**config.mk**
```make
export PLATFORM = sky130hd
export DESIGN_NAME = serial_wp_unit
export DESIGN_NICKNAME = d
export VERILOG_FILES = /design/src/rtl/serial_wp_unit.sv
export SDC_FILE = /design/constraint.sdc
export NUM_CORES = 1
export LEC_CHECK = 0
export ABC_AREA = 0
export BUFFER_PORTS_ARGS = -buffer_cell sky130_fd_sc_hd__buf_2
export CAP_MARGIN = 20
export CORE_AREA = 3 3 40 42
export DETAILED_ROUTE_END_ITERATION = 6
export DIE_AREA = 0 0 43 45
export PLACE_DENSITY = 0.69
export SLEW_MARGIN = 5
export SYNTH_ARGS = -nofsm -noshare
export SYNTH_HDL_FRONTEND = slang
export SYNTH_SLANG_ARGS = --single-unit
```
**constraint.sdc**
```tcl
create_clock -name clk -period 1.38 [get_ports clk]
set_input_delay 0.138 -clock clk [delete_from_list [all_inputs] [get_ports clk]]
set_output_delay 0.138 -clock clk [all_outputs]
set_load 0.01 [all_outputs]
```
**src/rtl/serial_wp_unit.sv**
```systemverilog
module serial_wp_unit #(
  parameter int ADDR_W   = 15,
  parameter int SR_W     = 8,
  parameter int WPEN_POS = 7,
  parameter int BP_POS   = 2,
  parameter int WEL_POS  = 1
) (
  input  logic              clk,
  input  logic              rst_n,
  input  logic              cs_n,
  input  logic              wp_n,
  input  logic              wren,
  input  logic              wrdi,
  input  logic              mem_wr,
  input  logic [ADDR_W-1:0] mem_addr,
  input  logic              sr_wr,
  input  logic [SR_W-1:0]   sr_wdata,
  output logic              mem_wr_ok,
  output logic              sr_wr_ok,
  output logic [SR_W-1:0]   status_rd
);

  logic       wel, wpen, cs_q, wp_q, wr_seen, prot_hit;
  logic [1:0] bp;

  wire cs_fall  = cs_q & ~cs_n;
  wire cs_rise  = ~cs_q & cs_n;
  wire wren_v   = wren & ~cs_n;
  wire wrdi_v   = wrdi & ~cs_n;
  wire mem_wr_v = mem_wr & ~cs_n;
  wire sr_wr_v  = sr_wr & ~cs_n;
  wire wp_eff   = cs_fall ? wp_n : wp_q;

  always_comb begin
    case (bp)
      2'b00:   prot_hit = 1'b0;
      2'b01:   prot_hit = &mem_addr[ADDR_W-1 -: 2];
      2'b10:   prot_hit = mem_addr[ADDR_W-1];
      default: prot_hit = 1'b1;
    endcase
  end

  assign mem_wr_ok = wel & ~prot_hit;
  assign sr_wr_ok  = wel & ~(wpen & ~wp_eff);

  always_comb begin
    status_rd = '0;
    status_rd[WPEN_POS]         = wpen;
    status_rd[BP_POS +: 2]      = bp;
    status_rd[WEL_POS]          = wel;
  end

  always_ff @(posedge clk or negedge rst_n) begin
    if (!rst_n) begin
      cs_q    <= 1'b1;
      wp_q    <= 1'b1;
      wr_seen <= 1'b0;
      wel     <= 1'b0;
      wpen    <= 1'b0;
      bp      <= 2'b00;
    end else begin
      cs_q <= cs_n;
      if (cs_fall) wp_q <= wp_n;
      if (cs_rise)                   wr_seen <= 1'b0;
      else if (mem_wr_v || sr_wr_v)  wr_seen <= 1'b1;
      if (cs_rise && wr_seen) wel <= 1'b0;
      else if (wrdi_v)        wel <= 1'b0;
      else if (wren_v)        wel <= 1'b1;
      if (sr_wr_v && sr_wr_ok) begin
        wpen <= sr_wdata[WPEN_POS];
        bp   <= sr_wdata[BP_POS +: 2];
      end
    end
  end

  // clear strobe dominates
  a_r2_clear_wins: assert property (@(posedge clk) disable iff (!rst_n)
    wrdi_v |=> !status_rd[WEL_POS]);

  a_r9_frame_end_clear: assert property (@(posedge clk) disable iff (!rst_n)
    (cs_rise && wr_seen) |=> !status_rd[WEL_POS]);

  a_r7_pin_held: assert property (@(posedge clk) disable iff (!rst_n)
    (!cs_n && !cs_q && !$past(cs_q)) |-> $stable(wp_q));

  a_r8_sr_load: assert property (@(posedge clk) disable iff (!rst_n)
    (sr_wr_v && sr_wr_ok) |=> (status_rd[WPEN_POS] == $past(sr_wdata[WPEN_POS])
                               && status_rd[BP_POS +: 2] == $past(sr_wdata[BP_POS +: 2])));

  a_r8_sr_blocked: assert property (@(posedge clk) disable iff (!rst_n)
    (sr_wr_v && !sr_wr_ok) |=> ($stable(wpen) && $stable(bp)));

  a_r4_no_grant_unlatched: assert property (@(posedge clk) disable iff (!rst_n)
    (!status_rd[WEL_POS]) |-> (!mem_wr_ok && !sr_wr_ok));

endmodule

```
; ---- Yosys cells after proc, flatten, opt, wreduce, memory -nomap -nowiden
; Index checks and enable logic that the tools add are counted.
[word_totals]
romBits = 0
memories = 0
input_bits = 31
regBits = 7
ramBits = 0
latch_bits = 0
word_cells = 36
[classes]
bitwise = 14
muxes = 7
n_mul = 0
eq_ne = 2
n_reduce_logical = 7
magnitude_cmp = 0
shifts = 0
n_addsub = 0
div_mod_pow = 0
[op_table]
columns = op, count
row1 = AND 1 bit, 9
row2 = 2-to-1 mux 1 bit, 6
row3 = NOT 1 bit, 5
row4 = one-hot mux 1 bit (3 select lines), 1
row5 = nonzero test 3 bit, 1
row6 = equality test 2 x 1 -> 1 bit (second input constant), 1
row7 = equality test 2 bit (second input constant), 1
row8 = logical AND 1 bit, 2
row9 = logical NOT 2 bit, 1
row10 = AND reduction 2 bit, 1
row11 = nonzero test 2 bit, 1
row12 = logical OR 1 bit, 1

; ---- Depth between registers and ports, before layout
[depth]
word_depth = 8
mapped_depth = 4
depth_no_buf = 4

; ---- Least setup slack after synthesis
; OpenSTA, ideal clock, no wires.
[synth_path]
path_kind = register -> register
startpoint = register cs_q
endpoint = register bp[0]
required_time_ns = 1.255
setup_ns = 0.125
stages_incl_launch_ff = 5
n_path_buf = 0
setup_slack_ns = -0.125
arrival_ns = 1.380
cell_sequence = dfstp_2 -> nand2b_1 -> mux2i_1 -> a211oi_2 -> mux2_2
[synth_between]
elab_chain_cells = 7
[synth_lines]
columns = element, line
row1 = "start, declared", 23  ; logic wel, wpen, cs_q, wp_q, wr_seen, prot_hit;
row2 = "start signal, assigned", 62  ; cs_q <= cs_n;
row3 = AND 1 bit, 26  ; wire cs_fall = cs_q & ~cs_n;
row4 = 2-to-1 mux 1 bit, 32  ; wire wp_eff = cs_fall ? wp_n : wp_q;
row5 = NOT 1 bit, 44  ; assign sr_wr_ok = wel & ~(wpen & ~wp_eff);
row6 = AND 1 bit, 44
row7 = NOT 1 bit, 44
row8 = AND 1 bit, 44
row9 = logical AND 1 bit, 69  ; if (sr_wr_v && sr_wr_ok) begin
row10 = "end signal, assigned", 71  ; bp <= sr_wdata[BP_POS +: 2];
row11 = "end, declared", 24  ; logic [1:0] bp;
; No other way between the ends.
; A chain may end at the register's enable or synchronous reset.

; ---- Final worst setup path
[layout_path]
startpoint = register cs_q
endpoint = register bp[1]
; The elaborated chain is that of the path after synthesis.

==> impl_metrics.csv <==
group,metric,value,unit
synthesis,synth-compound-area-share,0.126,
hold_path,worstHoldStart,"wrdi",
power,p_leak,0.000261,uW
synthesis,synthesis.instances,33,
critical_path,r2r_start,"cs_q$_DFF_PN1_",
sta,hold_viol,0,
finish,layout.nets,88,
power,switching_share,0.291,
sta,final-max-slew-violation-count,0,
critical_path,worstPathRequired,1510,ps
grt,grt_usage,0.0882,
power,pwr-share-seq,0.452,
flow_run,maxCapViolations,0,
route,drtIter0Drc,3,
power,power.switching,183,uW
synthesis,synth_seq_area_share,0.498,
grt,grt_max_degree,8,
outcome,violations,"negative setup slack",
power,clkPwrFrac,0.290,
sta,setup_viol,4,
clock_network,clock-sinks,7,
critical_path,path_class,"flop to flop",
floorplan,die-height,45,um
floorplan,start_util,0.278,
sta,clock.fmax,637,MHz
floorplan,core_area,0.00128,mm^2
route,routedWlPerCell,11.0,um
power,power.density,1250,mW/mm^2
critical_path,worstPathMaxFanout,3,
route,vias,301,
finish,final_cells,71,
hold_path,holdPathStages,2,
synthesis,yosys.area_share.adder,0,
place,place_congestion,0.697,
route,viasPerCell,4.24,
power,internal_power,446,uW
synthesis,yosysWarnings,0,
critical_path,cp-start-kind,"flop",
critical_path,r2r_end,"bp[1]$_DFFE_PN0P_",
clock_network,cts_tree,"yes",
hold_path,hp-class,"input port to flop",
sta,finalCritPeriodShare,1.14,
route,drc,0,
place,place_hpwl,637,um
finish,drive_gt1_frac,0.571,
floorplan,num_io_pins,41,
place,io_buffers,18,
place,pre_cts_slack,-189,ps
route,wirelength,780,um
route,drtAntennaViolNets,0,
place,dpl_cell_area,454,um^2
synthesis,syn_area,357,um^2
grt,grt_pass1_wl,1190,um
grt,grt_antenna_before_repair,0,
synthesis,yosys_register_bits,7,
floorplan,dieArea,0.00194,mm^2
synthesis,synth.area.mux_share,0.123,
synthesis,avgSynthCellArea,10.8,um^2
critical_path,rr_worst_depth,4,
hold_path,holdPathEnd,"wel$_DFFE_PN0P_",
place,dp_cells,66,
floorplan,die_w,43,um
clock_network,clock_latency,250,ps
critical_path,endpoint_kind,"flop",
clock_network,clk_pin_slew,50,ps
finish,area_growth,40.7,%
clock_network,cts_buffer_depth,2,
clock_network,htree_num_levels,1,
synthesis,synth-xor-area-share,0,
grt,grt_overflow,0,
clock_network,cts_buffers,3,
synthesis,synth_cell_types,19,
sta,rsz0062_at_grt,"yes",
critical_path,rrSetupSlack,-190,ps
sta,min_period,1570,ps
grt,first_global_vias,269,
power,pwr-share-comb,0.258,
floorplan,rows,13,
synthesis,synth_top_family_by_area,"buffers and inverters",
sta,skew,1.33,ps
route,drt_first_pass_iters,4,
finish,final_area,502,um^2
sta,fin_ws,-191,ps
clock_network,cts_root_buf,"clkbuf_4",
outcome,outcome,"finished with violations",
critical_path,crit_arrival,1700,ps
finish,diodes,0,
synthesis,synth-simple-area-share,0.0947,
power,ir_worst_vdd,0.367,mV
timing repair:
action,CTS,global route
hold buffers,1,0
pin swaps,0,1
endpoints found under the setup margin,4,4
hold endpoints to repair,7,0
resized for setup,0,3
buffers inserted,0,0
cell type report:
type	count	area, um^2
repair buffers	22	123
flip-flops and latches	7	178
well taps	15	18.8
fillers	135	783
inverters	2	7.51
clock buffers	4	26.3
multi-input cells	21	149
cells in the mapped netlist:
cell type  count  share of area
a211oi_2       1          0.035
a21boi_0       1          0.021
a21oi_1        1          0.014
and3_1         1          0.018
buf_4          6           0.13
conb_1         1          0.011
dfrtp_1        5           0.35
dfstp_2        2           0.15
inv_1          2          0.021
mux2_2         3          0.095
mux2i_1        1          0.028
nand2_1        2          0.021
nand2b_1       1          0.018
nand3_1        1          0.014
nor2_1         1          0.011
nor3_1         1          0.014
o211ai_1       1          0.021
o21ai_0        1          0.014
o31ai_1        1          0.021
state kept, by name (all words and copies together) (netlist names):
name,count
bp,2
cs_q,1
wel,1
wp_q,1
wpen,1
wr_seen,1
per-layer routing:
metal  track usage  up-vias  wire (um)
met2         0.114       12        370
met1         0.119      139        338
met4        0.0723        0          0
met3        0.0279        0         71
li1              -      150          -
met5             0        -          0
through the flow:
stage	setup TNS, ps	hold WS, ps	util	power, uW
final	-659	72.7	0.390	629
after global routing	-822	93.8	0.390	668
after CTS	-775	62.0	0.382	633
after detailed placement	-554	-19.6	0.353	442
after global placement	-360	-22.4	0.353	437
after floorplan	-268	-158	-	384
worst max-delay path, cell delays in order (launching register included):
cell and delay (ps):
dfstp_2 560, nand2b_4 60, mux2i_2 170, a211oi_2 310, mux2_2 370
worst max-delay path by stage:
stage          slack (ps)  cells after the start                 to            from
3_3_place_gp         -120                      4   wpen$_DFFE_PN0P_  cs_q$_DFF_PN1_
5_1_grt              -230                      4  bp[1]$_DFFE_PN0P_  cs_q$_DFF_PN1_
3_5_place_dp         -190                      4  bp[1]$_DFFE_PN0P_  cs_q$_DFF_PN1_
2_1_floorplan         -90                      4  bp[0]$_DFFE_PN0P_  cs_q$_DFF_PN1_
6_report             -190                      4  bp[1]$_DFFE_PN0P_  cs_q$_DFF_PN1_
4_1_cts              -200                      4  bp[1]$_DFFE_PN0P_  cs_q$_DFF_PN1_
power by group through the flow:
stage / clock network [uW] / logic [uW] / registers [uW]
5_1_grt: 197 / 180 / 290
4_1_cts: 192 / 160 / 281
2_1_floorplan: 0 / 93.7 / 290
3_3_place_gp: 0 / 153 / 284
6_report: 183 / 162 / 284
3_5_place_dp: 0 / 158 / 284
cells by family (layout without fill, tap and decap cells):
group	count (synthesis)	in the layout
mux	4	4
simple gates	7	7
compound gates	6	6
flops	7	7
other cells	1	4
buf+inv	8	28
cells in the final DEF, fill, tap and decap left out:
cell type / netlist / final
o21ai_0: 1 / 1
dlygate4sd3_1: 0 / 1
dfrtp_1: 5 / 5
inv_1: 2 / 2
a211oi_2: 1 / 1
and3_1: 1 / 1
nor2_1: 1 / 1
o211ai_1: 1 / 1
nor3_1: 1 / 1
o31ai_1: 1 / 1
mux2i_2: 0 / 1
conb_1: 1 / 4
clkbuf_4: 0 / 3
a21oi_1: 1 / 1
buf_4: 6 / 3
nand3_1: 1 / 1
clkbuf_1: 0 / 1
nand2b_4: 0 / 1
nand2_1: 2 / 2
buf_2: 0 / 18
a21boi_1: 0 / 1
mux2_2: 3 / 3
dfstp_2: 2 / 2
Note: power is estimated with default switching activity, not from simulation.
